[src/rtl/i2c_eng_pkg.sv]
package i2c_eng_pkg;
  typedef enum logic [2:0] {
    OP_NONE,
    OP_START,
    OP_RESTART,
    OP_STOP,
    OP_BYTE
  } op_e;

  localparam int        CTL_W     = 4;
  localparam int        EN_BIT    = 0;
  localparam int        CMD_LSB   = 1;
  localparam int        RS_BIT    = 3;
  localparam logic [1:0] CMD_IDLE = 2'd0;
  localparam logic [1:0] CMD_GO   = 2'd1;
  localparam logic [1:0] CMD_HALT = 2'd2;
endpackage

[src/rtl/i2c_eng_ctl.sv]
module i2c_eng_ctl
  import i2c_eng_pkg::*;
#(
  parameter int BYTE_W = 8
) (
  input  logic                clk,
  input  logic                rst_n,
  input  logic                ctl_we,
  input  logic [CTL_W-1:0]    ctl_wdata,
  input  logic                byte_valid,
  input  logic [BYTE_W-1:0]   byte_data,
  input  logic                busy,
  output logic                en,
  output logic [1:0]          cmd,
  output logic                launch,
  output op_e                 launch_op,
  output logic [BYTE_W-1:0]   launch_byte,
  output logic                byte_ready
);
  logic       en_q;
  logic [1:0] cmd_q;
  logic [1:0] wcmd;
  logic       ctl_go;
  logic       byte_take;

  assign wcmd = ctl_wdata[CMD_LSB+1:CMD_LSB];

  always_ff @(posedge clk or negedge rst_n) begin
    if (!rst_n) begin
      en_q  <= 1'b0;
      cmd_q <= CMD_IDLE;
    end else if (ctl_we && !busy) begin
      en_q  <= ctl_wdata[EN_BIT];
      cmd_q <= wcmd;
    end
  end

  always_comb begin
    ctl_go     = ctl_we && !busy && ctl_wdata[EN_BIT] &&
                 ((wcmd == CMD_GO) || (wcmd == CMD_HALT));
    byte_ready = en_q && !busy && !ctl_we;
    byte_take  = byte_valid && byte_ready;
    launch     = ctl_go || byte_take;
    if (ctl_go) begin
      if (wcmd == CMD_HALT)          launch_op = OP_STOP;
      else if (ctl_wdata[RS_BIT])    launch_op = OP_RESTART;
      else                           launch_op = OP_START;
    end else if (byte_take) begin
      launch_op = OP_BYTE;
    end else begin
      launch_op = OP_NONE;
    end
  end

  assign launch_byte = byte_data;
  assign en          = en_q;
  assign cmd         = cmd_q;


  no_launch_busy_chk: assert property (@(posedge clk) disable iff (!rst_n)
    launch |-> !busy);
endmodule

[src/rtl/i2c_eng_seq.sv]
module i2c_eng_seq
  import i2c_eng_pkg::*;
#(
  parameter int BYTE_W = 8
) (
  input  logic               clk,
  input  logic               rst_n,
  input  logic               bit_tick,
  input  logic               launch,
  input  op_e                launch_op,
  input  logic [BYTE_W-1:0]  launch_byte,
  input  logic               scl_in,
  input  logic               sda_in,
  output logic               busy,
  output logic               finish,
  output logic               finish_byte,
  output logic               rx_nak,
  output logic               scl_oe_n,
  output logic               sda_oe_n
);
  localparam int CNT_W = $clog2(BYTE_W + 1);
  localparam logic [CNT_W-1:0] ACK_SLOT = CNT_W'(BYTE_W);
  localparam logic [1:0] HIGH_STEP = 2'd2;

  op_e               op_q;
  logic [1:0]        step_q;
  logic [CNT_W-1:0]  bit_q;
  logic [BYTE_W-1:0] sh_q;
  logic              busy_q, own_q, scl_low_q, sda_low_q, nak_q;
  logic              adv, last;

  always_comb begin
    adv = busy_q && bit_tick && ((step_q != HIGH_STEP) || scl_in);
    case (op_q)
      OP_STOP: last = (step_q == 2'd2);
      OP_BYTE: last = (step_q == 2'd3) && (bit_q == ACK_SLOT);
      default: last = (step_q == 2'd3);
    endcase
  end

  assign finish      = adv && last;
  assign finish_byte = finish && (op_q == OP_BYTE);

  always_ff @(posedge clk or negedge rst_n) begin
    if (!rst_n) begin
      op_q      <= OP_NONE;
      step_q    <= 2'd0;
      bit_q     <= '0;
      sh_q      <= '0;
      busy_q    <= 1'b0;
      own_q     <= 1'b0;
      scl_low_q <= 1'b0;
      sda_low_q <= 1'b0;
      nak_q     <= 1'b0;
    end else if (launch) begin
      busy_q <= 1'b1;
      op_q   <= launch_op;
      step_q <= (launch_op == OP_START) ? HIGH_STEP : 2'd0;
      bit_q  <= '0;
      sh_q   <= launch_byte;
    end else if (adv) begin
      step_q <= step_q + 2'd1;
      if (last) busy_q <= 1'b0;
      case (op_q)
        OP_START, OP_RESTART: begin
          case (step_q)
            2'd0: sda_low_q <= 1'b0;
            2'd1: scl_low_q <= 1'b0;
            2'd2: sda_low_q <= 1'b1;
            default: begin
              scl_low_q <= 1'b1;
              own_q     <= 1'b1;
            end
          endcase
        end
        OP_STOP: begin
          case (step_q)
            2'd0: sda_low_q <= 1'b1;
            2'd1: scl_low_q <= 1'b0;
            default: begin
              sda_low_q <= 1'b0;
              own_q     <= 1'b0;
            end
          endcase
        end
        OP_BYTE: begin
          case (step_q)
            2'd0: sda_low_q <= (bit_q == ACK_SLOT) ? 1'b0 : ~sh_q[BYTE_W-1];
            2'd1: scl_low_q <= 1'b0;
            2'd2: if (bit_q == ACK_SLOT) nak_q <= sda_in;
            default: begin
              scl_low_q <= 1'b1;
              if (bit_q != ACK_SLOT) begin
                bit_q <= bit_q + 1'b1;
                sh_q  <= {sh_q[BYTE_W-2:0], 1'b0};
              end
            end
          endcase
        end
        default: ;
      endcase
    end
  end

  assign busy     = busy_q;
  assign rx_nak   = nak_q;
  assign scl_oe_n = ~scl_low_q;
  assign sda_oe_n = ~sda_low_q;


  sda_quiet_scl_high_chk: assert property (@(posedge clk) disable iff (!rst_n)
    (scl_oe_n && $past(scl_oe_n) && (sda_oe_n != $past(sda_oe_n))) |-> (op_q != OP_BYTE));


  idle_release_chk: assert property (@(posedge clk) disable iff (!rst_n)
    (!busy_q && !own_q) |-> (scl_oe_n && sda_oe_n));
endmodule

[src/rtl/i2c_eng_stat.sv]
module i2c_eng_stat (
  input  logic clk,
  input  logic rst_n,
  input  logic busy,
  input  logic finish,
  input  logic finish_byte,
  input  logic rx_nak,
  input  logic done_clr,
  output logic sess_done,
  output logic ack_flag
);
  logic done_q, ack_q;

  always_ff @(posedge clk or negedge rst_n) begin
    if (!rst_n) begin
      done_q <= 1'b0;
      ack_q  <= 1'b0;
    end else begin
      if (finish)        done_q <= 1'b1;
      else if (done_clr) done_q <= 1'b0;
      if (finish_byte)   ack_q  <= rx_nak;
    end
  end

  assign sess_done = done_q;
  assign ack_flag  = ack_q;


  done_on_complete_chk: assert property (@(posedge clk) disable iff (!rst_n)
    $fell(busy) |-> sess_done);


  ack_latch_chk: assert property (@(posedge clk) disable iff (!rst_n)
    finish_byte |=> (ack_flag == $past(rx_nak)));
endmodule

[src/rtl/i2c_cmd_engine.sv]
module i2c_cmd_engine
  import i2c_eng_pkg::*;
#(
  parameter int BYTE_W = 8
) (
  input  logic              clk,
  input  logic              rst_n,
  input  logic              bit_tick,
  input  logic              ctl_we,
  input  logic [3:0]        ctl_wdata,
  output logic [3:0]        ctl_rdata,
  input  logic              byte_valid,
  input  logic [BYTE_W-1:0] byte_data,
  output logic              byte_ready,
  output logic              cmd_busy,
  output logic              sess_done,
  input  logic              done_clr,
  input  logic              scl_in,
  input  logic              sda_in,
  output logic              scl_oe_n,
  output logic              sda_oe_n
);
  logic              en, launch, finish, finish_byte, rx_nak, ack_flag, busy;
  logic [1:0]        cmd;
  op_e               launch_op;
  logic [BYTE_W-1:0] launch_byte;

  i2c_eng_ctl #(.BYTE_W(BYTE_W)) u_ctl (
    .clk(clk), .rst_n(rst_n), .ctl_we(ctl_we), .ctl_wdata(ctl_wdata),
    .byte_valid(byte_valid), .byte_data(byte_data), .busy(busy),
    .en(en), .cmd(cmd), .launch(launch), .launch_op(launch_op),
    .launch_byte(launch_byte), .byte_ready(byte_ready)
  );

  i2c_eng_seq #(.BYTE_W(BYTE_W)) u_seq (
    .clk(clk), .rst_n(rst_n), .bit_tick(bit_tick), .launch(launch),
    .launch_op(launch_op), .launch_byte(launch_byte), .scl_in(scl_in),
    .sda_in(sda_in), .busy(busy), .finish(finish), .finish_byte(finish_byte),
    .rx_nak(rx_nak), .scl_oe_n(scl_oe_n), .sda_oe_n(sda_oe_n)
  );

  i2c_eng_stat u_stat (
    .clk(clk), .rst_n(rst_n), .busy(busy), .finish(finish),
    .finish_byte(finish_byte), .rx_nak(rx_nak), .done_clr(done_clr),
    .sess_done(sess_done), .ack_flag(ack_flag)
  );

  assign cmd_busy  = busy;
  assign ctl_rdata = {ack_flag, cmd, en};
endmodule

[config.mk]
export PLATFORM = sky130hd
export DESIGN_NAME = i2c_cmd_engine
export DESIGN_NICKNAME = d
export VERILOG_FILES = /design/src/rtl/i2c_eng_pkg.sv /design/src/rtl/i2c_eng_ctl.sv /design/src/rtl/i2c_eng_seq.sv /design/src/rtl/i2c_eng_stat.sv /design/src/rtl/i2c_cmd_engine.sv
export SDC_FILE = /design/constraint.sdc
export NUM_CORES = 1
export LEC_CHECK = 0
export CAP_MARGIN = 10
export CORE_ASPECT_RATIO = 0.75
export CORE_MARGIN = 10
export CORE_UTILIZATION = 30
export DETAILED_ROUTE_END_ITERATION = 8
export GPL_ROUTABILITY_DRIVEN = 0
export SYNTH_ARGS = -nofsm -noshare
export SYNTH_HDL_FRONTEND = slang
export SYNTH_HIERARCHICAL = 1
export SYNTH_SLANG_ARGS = --single-unit
[constraint.sdc]
create_clock -name clk -period 3.7 [get_ports clk]
set_clock_uncertainty 0.05 [all_clocks]
set_input_delay 0.555 -clock clk [delete_from_list [all_inputs] [get_ports clk]]
set_output_delay 0.555 -clock clk [all_outputs]
set_load 0.02 [all_outputs]
======== Yosys cells after proc, flatten, opt, wreduce, memory -nomap -nowiden ========
Cells that the tools add are included.
storage, ports and cells
  word-level logic and storage cells ...... 101
  bits in writable memories ............... 0
  ROM bits ................................ 0
  output and inout port bits .............. 9
  bits in registers ....................... 26
  memories kept ........................... 0
  input port bits ......................... 20
  latch bits .............................. 0
cells by class
  reduce and logical (&&, ||, !) cells .... 33
  eq/ne operators ......................... 19
  bitwise operators ....................... 4
  add/sub/neg operators ................... 2
  order comparisons ....................... 0
  shift-type cells ........................ 0
  divide/modulo/power cells ............... 0
  mux-type cells .......................... 31
  multipliers ............................. 0
operator list
  operator                                                count
  two-way mux 8 bit                                       5
  two-way mux 4 bit                                       5
  nonzero test 2 bit                                      6
  logical AND 1 bit                                       11
  case mux 1 bit (2 select lines)                         5
  AND reduction 5 bit                                     2
  two-way mux 3 bit                                       3
  two-way mux 1 bit                                       8
  two-way mux 2 bit                                       4
  inequality test 2 bit (second input constant)           4
  == test 2 bit (second input constant)                   3
  == test 3 x 1 -> 1 bit (second input constant)          2
  == test 3 x 2 -> 1 bit (second input constant)          2
  AND reduction 6 bit                                     1
  OR reduction 3 bit                                      2
  adder 4 x 1 -> 4 bit (second input constant)            1
  == test 2 x 1 -> 1 bit (second input constant)          2
  == test 4 bit (second input constant)                   1
  inequality test 2 x 1 -> 1 bit (second input constant)  2
  inequality test 4 bit (second input constant)           1
  inverter 1 bit                                          4
  AND reduction 4 bit                                     1
  OR reduction 2 bit                                      2
  == test 3 bit (second input constant)                   1
  8 further kinds                                         11

======== Longest topological paths before layout ========
Gate-level depths: netlist (run 1).
  depth in word-level cells ............... 9
  gate-level depth with buffers ........... 8
  mapped depth without buffers ............ 7

======== Modules after synthesis ========
The synthesis (run 1) kept the hierarchy.
by module, submodules not included
  module          seq. area each (um2)  area an instance (um2)  instances  cells each
  i2c_eng_seq     525.5                 1,303.8                 1          137
  i2c_eng_ctl     75.1                  245.2                   1          26
  i2c_eng_stat    50.0                  76.3                    1          5
  i2c_cmd_engine  0.0                   15.0                    1          2

======== Worst setup path after synthesis (run 1) ========
Ideal clock, no wire load.
  path kind ............................... input -> register
  from .................................... input ctl_wdata[1]
  to ...................................... register u_seq.op_q[0]
  slack ................................... 1.645 ns
  required time ........................... 3.514 ns
  data arrival time ....................... 1.869 ns
  library setup time ...................... 0.136 ns
  buffers on the path ..................... 2
  stages .................................. 7
  cell sequence ........................... inv_1 > ha_1 > nand4bb_1 > o31ai_1 > clkbuf_1 > clkbuf_1 > o21ai_0
on the way
  longest elaborated chain between the ends .. 4
  elaborated cells between the ends (all ways) .. 7
  classes of those cells .................. eq/ne: 2; mux: 2; reduce/logical: 3
RTL lines
  what                                                     line                  source
  start: declaration                                       i2c_cmd_engine.sv:10  input logic [3:0] ctl_wdata,
  == test 2 x 1 -> 1 bit or == test 2 bit (tied branches)  i2c_eng_ctl.sv:40     ((wcmd == CMD_GO) || (wcmd == CMD_HALT));
  logical OR 1 bit (*)                                     i2c_eng_ctl.sv:40
  logical AND 1 bit (*)                                    i2c_eng_ctl.sv:39     ctl_go = ctl_we && !busy && ctl_wdata[EN_BIT] &&
  logical OR 1 bit (*)                                     i2c_eng_ctl.sv:43     launch = ctl_go || byte_take;
  net launch                                               i2c_cmd_engine.sv:23  logic en, launch, finish, finish_byte, rx_nak, ack_flag, busy;
  end signal: assignment                                   i2c_eng_seq.sv:57     op_q <= launch_op;
  end: declaration                                         i2c_eng_seq.sv:25     op_e op_q;
Mark *: on every way through the listed nets, which the timed path passes. The rest lies on a longest branch.
A chain may end at the register's enable or synchronous reset.

======== Final worst setup path (run 1) ========
  from .................................... input ctl_wdata[1]
  to ...................................... register u_seq.nak_q (netlist: u_seq/rx_nak)
on the way
  longest elaborated chain between the ends .. 6
  elaborated cells between the ends (all ways) .. 7
  classes of those cells .................. eq/ne: 2; bitwise: 1; reduce/logical: 4
RTL lines
  what                                                     line                  source
  == test 2 x 1 -> 1 bit or == test 2 bit (tied branches)  i2c_eng_ctl.sv:40
  logical OR 1 bit (*)                                     i2c_eng_ctl.sv:40
  logical AND 1 bit (*)                                    i2c_eng_ctl.sv:39
  logical OR 1 bit (*)                                     i2c_eng_ctl.sv:43
  net launch                                               i2c_cmd_engine.sv:23
  inverter 1 bit (no source line) (*)                      --
  AND reduction 5 bit (no source line) (*)                 --
  end signal: assignment                                   i2c_eng_seq.sv:90     2'd2: if (bit_q == ACK_SLOT) nak_q <= sda_in;
  end: declaration                                         i2c_eng_seq.sv:29     logic busy_q, own_q, scl_low_q, sda_low_q, nak_q;
Marked as above.

==> results of run 1 <==
-- layout make-up --
class                   instances  area (um2)
fillers                       538        3320
multi-input cells             113         847
flip-flops and latches         26         651
repair buffers                 29         288
well taps                      75        93.8
inverters                      13        48.8
clock buffers                   3        41.3
clock inverters                 1        30.0
-- kinds of logic after synthesis --
kind of cell / count (synthesis) / share of synthesized area
simple gates: 39 / 0.156
flops: 26 / 0.397
compound gates: 55 / 0.217
mux: 9 / 0.0633
fa+ha+maj: 8 / 0.0610
xor+xnor: 2 / 0.0107
buf+inv: 31 / 0.0953
-- synthesized netlist by cell type, types with 2 or more instances --
cell      count
dfrtp_1      26
a211o_1       2
ha_1          8
o31ai_1       4
o21ai_0      16
a21oi_1      13
nor2_1        5
mux2_2        7
buf_4        10
clkbuf_1      6
nor2b_1       7
o211ai_1      3
a31oi_1       2
nand3_1       4
buf_2         2
nand2_1       5
or4_1         3
a41oi_1       6
nor3_1        2
and3b_1       2
inv_1        13
-- routing by layer --
layer	share of wire	track usage	up-vias
met1	0.51	0.113	587
met4	0.0053	0.0162	0
met5	0	0	-
li1	-	-	643
met2	0.42	0.111	24
met3	0.062	0.0347	2
-- sequential cells by signal (all words and copies together), names as in the netlist --
signal            count
u_ctl/cmd             2
u_ctl/en              1
u_seq/bit_q           4
u_seq/busy            1
u_seq/op_q            3
u_seq/rx_nak          1
u_seq/scl_low_q       1
u_seq/sda_low_q       1
u_seq/sh_q            8
u_seq/step_q          2
u_stat/ack_flag       1
u_stat/sess_done      1
-- power by group through the flow --
stage | Sequential (uW) | Clock [uW] | Combinational (uW)
final | 467 | 237 | 513
after global routing | 483 | 261 | 569
after CTS | 467 | 246 | 519
after detailed placement | 472 | 0 | 517
after global placement | 469 | 0 | 512
after floorplan | 468 | 0 | 346
-- worst max-delay path by stage --
stage                         end  slack (ns)  cells after the start
floorplan           u_seq/op_q[0]        1.65                      7
global placement     u_seq/rx_nak        0.85                      5
detailed placement   u_seq/rx_nak        0.80                      8
CTS                  u_seq/rx_nak        1.11                      8
global route         u_seq/rx_nak        0.98                      5
finish               u_seq/rx_nak        1.11                      8
-- stage by stage --
stage,utilization,instances
final,0.376,260
after CTS,0.376,260
after detailed placement,0.362,256
after global routing,0.376,260
after floorplan,-,170
after global placement,0.362,256
==> flow_summary.ini, run 1 <==
[outcome]
status = complete, no violations

[pwr]
power_leakage_uw = 0.000788
p_sw_frac = 0.375
share_comb_of_total_power = 0.421
p_seq_frac = 0.384
cell_internal_pwr_uw = 761
p_clk_frac = 0.195
finalPower_uw = 1220
power_switching_uw = 457
irDropWorstVdd_v = 0.000223
power.density_nw_per_um2 = 609

[yosys]
mappedNetlistArea_um2 = 1640
synth_flop_cell = dfrtp_1
syn-num-nets = 198
yosysSeqAreaShare = 0.397
synthArstFlopShare = 1.00
syn_inst = 170
ys_ff_latch = 26
syn_avg_cell_area_um2 = 9.65
ys_top_cells_by_area = dfrtp_1, ha_1, o21ai_0, mux2_2, buf_4
ys_warn_count = 6
synth_top_cell_by_area = dfrtp_1
yosys.cell_types.count = 45
synth_top_area_frac = 0.397
synth_edf_count = 0

[clocking]
clk_path_buf_depth = 2
clkSlewWorstSetupHoldPaths_ns = 0.09
post_cts_buffers = 0
root_buffer = clkbuf_8
cts_htree_levels = 1
cts_tree = done
insertion_delay_ns = 0.27
clkSinkCount = 26
cts_resized = 0
ctsHoldBuffers = 0
cts_made_buffers = 3

[worst_setup_path]
cp.arrival_ns = 2.71
slowest_delay_ns = 0.47
cp_slowest_cell = clkdlybuf4s50_1
reg2reg_slack_ns = 1.29
critPathCaptureType = flop
cp.required_ns = 3.81
worstSetupStartpoint = ctl_wdata[1]
reg2reg_from = u_seq/step_q[0]
critPathKind = input pin to flop
ff2ff_path_depth = 6
crit_buf_inv = 2
cp-start-kind = input pin
rr_endpoint = u_seq/bit_q[3]
cp_top_family = compound AO/OA/AOI/OAI gates
crit_chain = clkdlybuf4s50_1, inv_1, ha_1, nand4bb_1, o31ai_4, a211oi_1, and4_1, mux2_2
path_max_fanout = 31

[floorplanning]
die_area_um2 = 8860
fp.dieH_um = 84.0
start_util = 0.308
coreArea_um2 = 5320
rows = 23
die_x_um = 105
io_pins = 29

[global_route]
grt_max_degree = 32
grt_pass1_wl_um = 6090
grt_overflow = 0
antenna_found_initial = 0
grt_pass1_vias = 1240
grt_usage = 0.0809

[timing]
maxSlewViolCount = 0
tns_ns = 0
worst_slew_pin_slew_ns = 1.09
rsz0062_at_grt = false
worst_slack_ns = 1.11
max_freq_mhz = 385
relSlewSlack = 0.272
timing.hold.ws_ns = 0.433
timing.final.crit_share = 0.701
hold_viol = 0
finalSetupViolCount = 0
final.min_clock_period_ns = 2.59

[placed_design]
port_buffers = 28
pre_cts_slack_ns = 0.802
place_area_um2 = 1930
hpwlAfterDp_um = 2620

[route]
ant_nets = 0
drc = 0
via_per_inst = 4.83
vias = 1256
drt_iter0_drc = 61
post_drt_wl_per_cell_um = 13.8
first_pass_iters = 4
wl_um = 3580

[hold_path]
hold_path_class = flop to flop
hold_start = u_stat/sess_done
hold_depth = 1
hold_path_end = u_stat/sess_done

[cells_and_area]
final_nets = 214
final_common_cell = clkdlybuf4s50_1
area_growth_pct = 21.9
final_cell_mix = clkdlybuf4s50_1, dfrtp_1, o21ai_0
diodes = 0
layout-drive-gt1-share = 0.103
postLayoutCellArea_um2 = 2000

[job]
cap_violations = 0
(Power assumes the default switching activity.)
==> run 2: changes to the inputs <==
==> constraint.sdc (replaced) <==
create_clock -name clk -period 2.6 [get_ports clk]
set_clock_uncertainty 0.05 [all_clocks]
set_input_delay 0.39 -clock clk [delete_from_list [all_inputs] [get_ports clk]]
set_output_delay 0.39 -clock clk [all_outputs]
set_load 0.02 [all_outputs]
==> flow_summary.ini, run 2 (synthesized netlist as in run 1, its figures left out) <==
[outcome]
status = complete, no violations

[clocking]
root_buffer = clkbuf_8
cts_made_buffers = 3
clkSinkCount = 26
insertion_delay_ns = 0.28
clk_path_buf_depth = 2
cts_tree = done
ctsHoldBuffers = 0
post_cts_buffers = 0
cts_resized = 0
cts_htree_levels = 1
clkSlewWorstSetupHoldPaths_ns = 0.10

[pwr]
finalPower_uw = 1750
power.density_nw_per_um2 = 862
irDropWorstVdd_v = 0.000247
power_leakage_uw = 0.000805

[worst_setup_path]
path_max_fanout = 3
critPathCaptureType = flop
worstSetupStartpoint = ctl_wdata[1]
cp_slowest_cell = clkdlybuf4s50_1
reg2reg_slack_ns = 0.47
slowest_delay_ns = 0.48
cp.arrival_ns = 2.38
cp.required_ns = 2.72
critPathKind = input pin to flop
rr_endpoint = u_stat/ack_flag
crit_chain = clkdlybuf4s50_1, inv_1, ha_1, nand4bb_1, o31ai_4, a211oi_1, and4_1, mux2_2
cp-start-kind = input pin
ff2ff_path_depth = 7
reg2reg_from = u_seq/bit_q[0]

[timing]
timing.final.crit_share = 0.872
final.min_clock_period_ns = 2.27
hold_viol = 0
maxSlewViolCount = 0
tns_ns = 0
worst_slew_pin_slew_ns = 0.470
max_freq_mhz = 441
relSlewSlack = 0.687
finalSetupViolCount = 0
rsz0062_at_grt = false

[route]
drc = 0
vias = 1268
drt_iter0_drc = 67
via_per_inst = 4.82
ant_nets = 0
post_drt_wl_per_cell_um = 13.6
first_pass_iters = 4
wl_um = 3580

[placed_design]
hpwlAfterDp_um = 2700
dp_cells = 259
port_buffers = 28
place_area_um2 = 1960

[global_route]
grt_max_degree = 31
grt_overflow = 0
grt_usage = 0.0839
grt_pass1_vias = 1273
antenna_found_initial = 0
grt_pass1_wl_um = 6270

[floorplanning]
coreArea_um2 = 5320
die_x_um = 105
die_area_um2 = 8860
start_util = 0.308
rows = 23
io_pins = 29
fp.dieH_um = 84.0

[cells_and_area]
largest_reg_flops = 8
area_growth_pct = 24.0
final_common_cell = clkdlybuf4s50_1
final_cell_mix = clkdlybuf4s50_1, dfrtp_1, o21ai_0
largest_register = u_seq/sh_q
reg_top3 = u_seq/sh_q (8), u_seq/bit_q (4), u_seq/op_q (3)
layout-drive-gt1-share = 0.117
diodes = 0
instances_no_fill = 263
final_nets = 217
postLayoutCellArea_um2 = 2030
fillCellCount = 566

[job]
cap_violations = 0

[hold_path]
hold_path_class = input pin to async pin
-- run 2: layout make-up --
cell class	instances	area [um2]	share of cell area
sequential	26	651	0.320
timing repair buffer	32	323	0.159
inverter	13	48.8	0.0240
multi-input combinational	113	847	0.416
clock buffer	3	41.3	0.0203
tap	75	93.8	0.0461
clock inverter	1	30.0	0.0148
-- run 2: worst max-delay path: cells and delay by family --
family	cells	cell delay (ns)
simple gates	2	0.45
mux	1	0.32
buf+inv	2	0.53
compound gates	2	0.43
fa+ha+maj	1	0.26
-- run 2: worst max path at each step --
stage | endpoint | depth (start not counted)
CTS | u_seq/rx_nak | 8
global placement | u_seq/rx_nak | 8
detailed placement | u_seq/rx_nak | 8
global route | u_seq/rx_nak | 8
floorplan | u_seq/op_q[0] | 7
finish | u_seq/rx_nak | 8
-- run 2: power by group --
part | leakage [uW] | switching (uW) | internal, uW | total, uW
Sequential | 0.000321 | 124 | 537 | 661
Clock | 0.0000357 | 137 | 206 | 343
Combinational | 0.000448 | 391 | 359 | 750
Total | 0.000805 | 651 | 1100 | 1750
-- run 2: through the flow --
stage,hold slack [ns],setup WS (ns),utilization
after floorplan,0.0444,0.710,-
after global placement,0.411,0.0651,0.369
after detailed placement,0.422,0.0460,0.369
after CTS,0.437,0.337,0.382
after global routing,0.444,0.254,0.382
final,0.423,0.333,0.382
-- run 2: layer usage --
| layer | track usage | up-vias | wire [um] |
|---|---|---|---|
| li1 | - | 649 | - |
| met1 | 0.116 | 587 | 1890 |
| met2 | 0.121 | 30 | 1480 |
| met3 | 0.0309 | 2 | 189 |
| met4 | 0.0174 | 0 | 20 |
| met5 | 0 | - | 0 |
==> run 3: changes to the inputs <==
--- a/config.mk
+++ b/config.mk
@@ -7,10 +7,11 @@
 export LEC_CHECK = 0
 export CAP_MARGIN = 10
 export CORE_ASPECT_RATIO = 0.75
-export CORE_MARGIN = 10
+export CORE_MARGIN = 2
 export CORE_UTILIZATION = 30
 export DETAILED_ROUTE_END_ITERATION = 8
 export GPL_ROUTABILITY_DRIVEN = 0
+export SETUP_SLACK_MARGIN = 0.05
 export SYNTH_ARGS = -nofsm -noshare
 export SYNTH_HDL_FRONTEND = slang
 export SYNTH_HIERARCHICAL = 1
==> flow_summary.ini, run 3 (synthesized netlist as in run 1, its figures left out) <==
[floorplanning]
die_x_um = 89.4
io_pins = 29
start_util = 0.310
coreArea_um2 = 5300
rows = 23
fp.dieH_um = 68.0
die_area_um2 = 6080

[timing]
finalSetupViolCount = 0
hold_viol = 0
final.min_clock_period_ns = 2.21
worst_slew_pin_slew_ns = 0.477
max_freq_mhz = 453
timing.hold.ws_ns = 0.433
rsz0062_at_grt = false
relSlewSlack = 0.682
timing.final.crit_share = 0.849
maxSlewViolCount = 0
tns_ns = 0

[worst_setup_path]
reg2reg_slack_ns = 0.49
cp.arrival_ns = 1.77
cp_slowest_cell = clkdlybuf4s50_1
reg2reg_from = u_seq/bit_q[0]
slowest_delay_ns = 0.63
worstSetupStartpoint = ctl_we
ff2ff_path_depth = 7
path_common_cell = clkdlybuf4s50_1
crit_chain = clkdlybuf4s50_1, nor3b_1, clkdlybuf4s50_1
cp.required_ns = 2.16
critPathKind = input pin to primary output
path_max_fanout = 5
cp-start-kind = input pin
rr_endpoint = u_stat/ack_flag
critPathCaptureType = primary output

[pwr]
power.density_nw_per_um2 = 861
irDropWorstVdd_v = 0.000270
power_leakage_uw = 0.000807

[cells_and_area]
postLayoutCoreUtil = 0.383
area_growth_pct = 23.7
postLayoutCellArea_um2 = 2030
final_common_cell = clkdlybuf4s50_1
final_cell_mix = clkdlybuf4s50_1, dfrtp_1, o21ai_0
layout-drive-gt1-share = 0.122
final_nets = 218
reg_top3 = u_seq/sh_q (8), u_seq/bit_q (4), u_seq/op_q (3)
largest_register = u_seq/sh_q
diodes = 0
largest_reg_flops = 8

[clocking]
clkSlewWorstSetupHoldPaths_ns = 0.09
post_cts_buffers = 0
cts_resized = 0
cts_htree_levels = 1
ctsHoldBuffers = 0
root_buffer = clkbuf_8
cts_tree = done
clk_path_buf_depth = 2
insertion_delay_ns = 0.27
clkSinkCount = 26
cts_made_buffers = 3

[hold_path]
hold_start = u_stat/sess_done
hold_path_end = u_stat/sess_done
hold_depth = 1
hold_path_class = flop to flop

[placed_design]
hpwlAfterDp_um = 2500
place_area_um2 = 1960
port_buffers = 28

[global_route]
grt_pass1_vias = 1171
grt_overflow = 0
antenna_found_initial = 0
grt_usage = 0.122
grt_pass1_wl_um = 5670
grt_max_degree = 27

[route]
via_per_inst = 4.89
first_pass_iters = 4
ant_nets = 0
drc = 0
vias = 1291
wl_um = 3400
drt_iter0_drc = 63
post_drt_wl_per_cell_um = 12.9

[job]
cap_violations = 0

[outcome]
status = complete, no violations
## run 3: cell count changes in the layout (fill, tap and decap cells not counted), sizes merged
cell,before,now
buf,4,5
## run 3: worst max path at each step
stage               depth (start not counted)            end
floorplan                                   7  u_seq/op_q[0]
global placement                            8   u_seq/rx_nak
detailed placement                          8   u_seq/rx_nak
CTS                                         3     byte_ready
global route                                3     byte_ready
finish                                      3     byte_ready
## run 3: per-layer routing
layer,vias to the layer above,wire length [um],GRT usage
li1,648,-,-
met1,609,1830,0.178
met2,30,1360,0.176
met3,4,169,0.0338
met4,0,36,0.0336
met5,-,0,0
## run 3: worst max-delay path, delay by kind of cell
family                 cells  cell delay (ns)
buffers and inverters      2             1.14
AND/OR/NAND/NOR            1             0.23
## run 3: area by class of cell
| type | count | area [um2] |
|---|---|---|
| inverter | 13 | 48.8 |
| timing repair buffer | 33 | 318 |
| clock inverter | 1 | 30.0 |
| clock buffer | 3 | 41.3 |
| tap | 75 | 93.8 |
| sequential | 26 | 651 |
| fill | 559 | 3270 |
| multi-input combinational | 113 | 847 |
## run 3: per-stage QoR
step	std cells	worst slack [ns]	power [uW]
floorplan	170	0.710	1160
global route	264	0.286	1880
CTS	264	0.381	1770
global placement	260	0.138	1420
finish	264	0.394	1750
detailed placement	260	0.120	1420
## run 3: report_power, final
| part | total [uW] | switching, uW | internal [uW] | leakage (uW) |
|---|---|---|---|---|
| registers | 667 | 129 | 538 | 0.000321 |
| clock network | 335 | 129 | 206 | 0.0000357 |
| logic | 746 | 391 | 355 | 0.000450 |
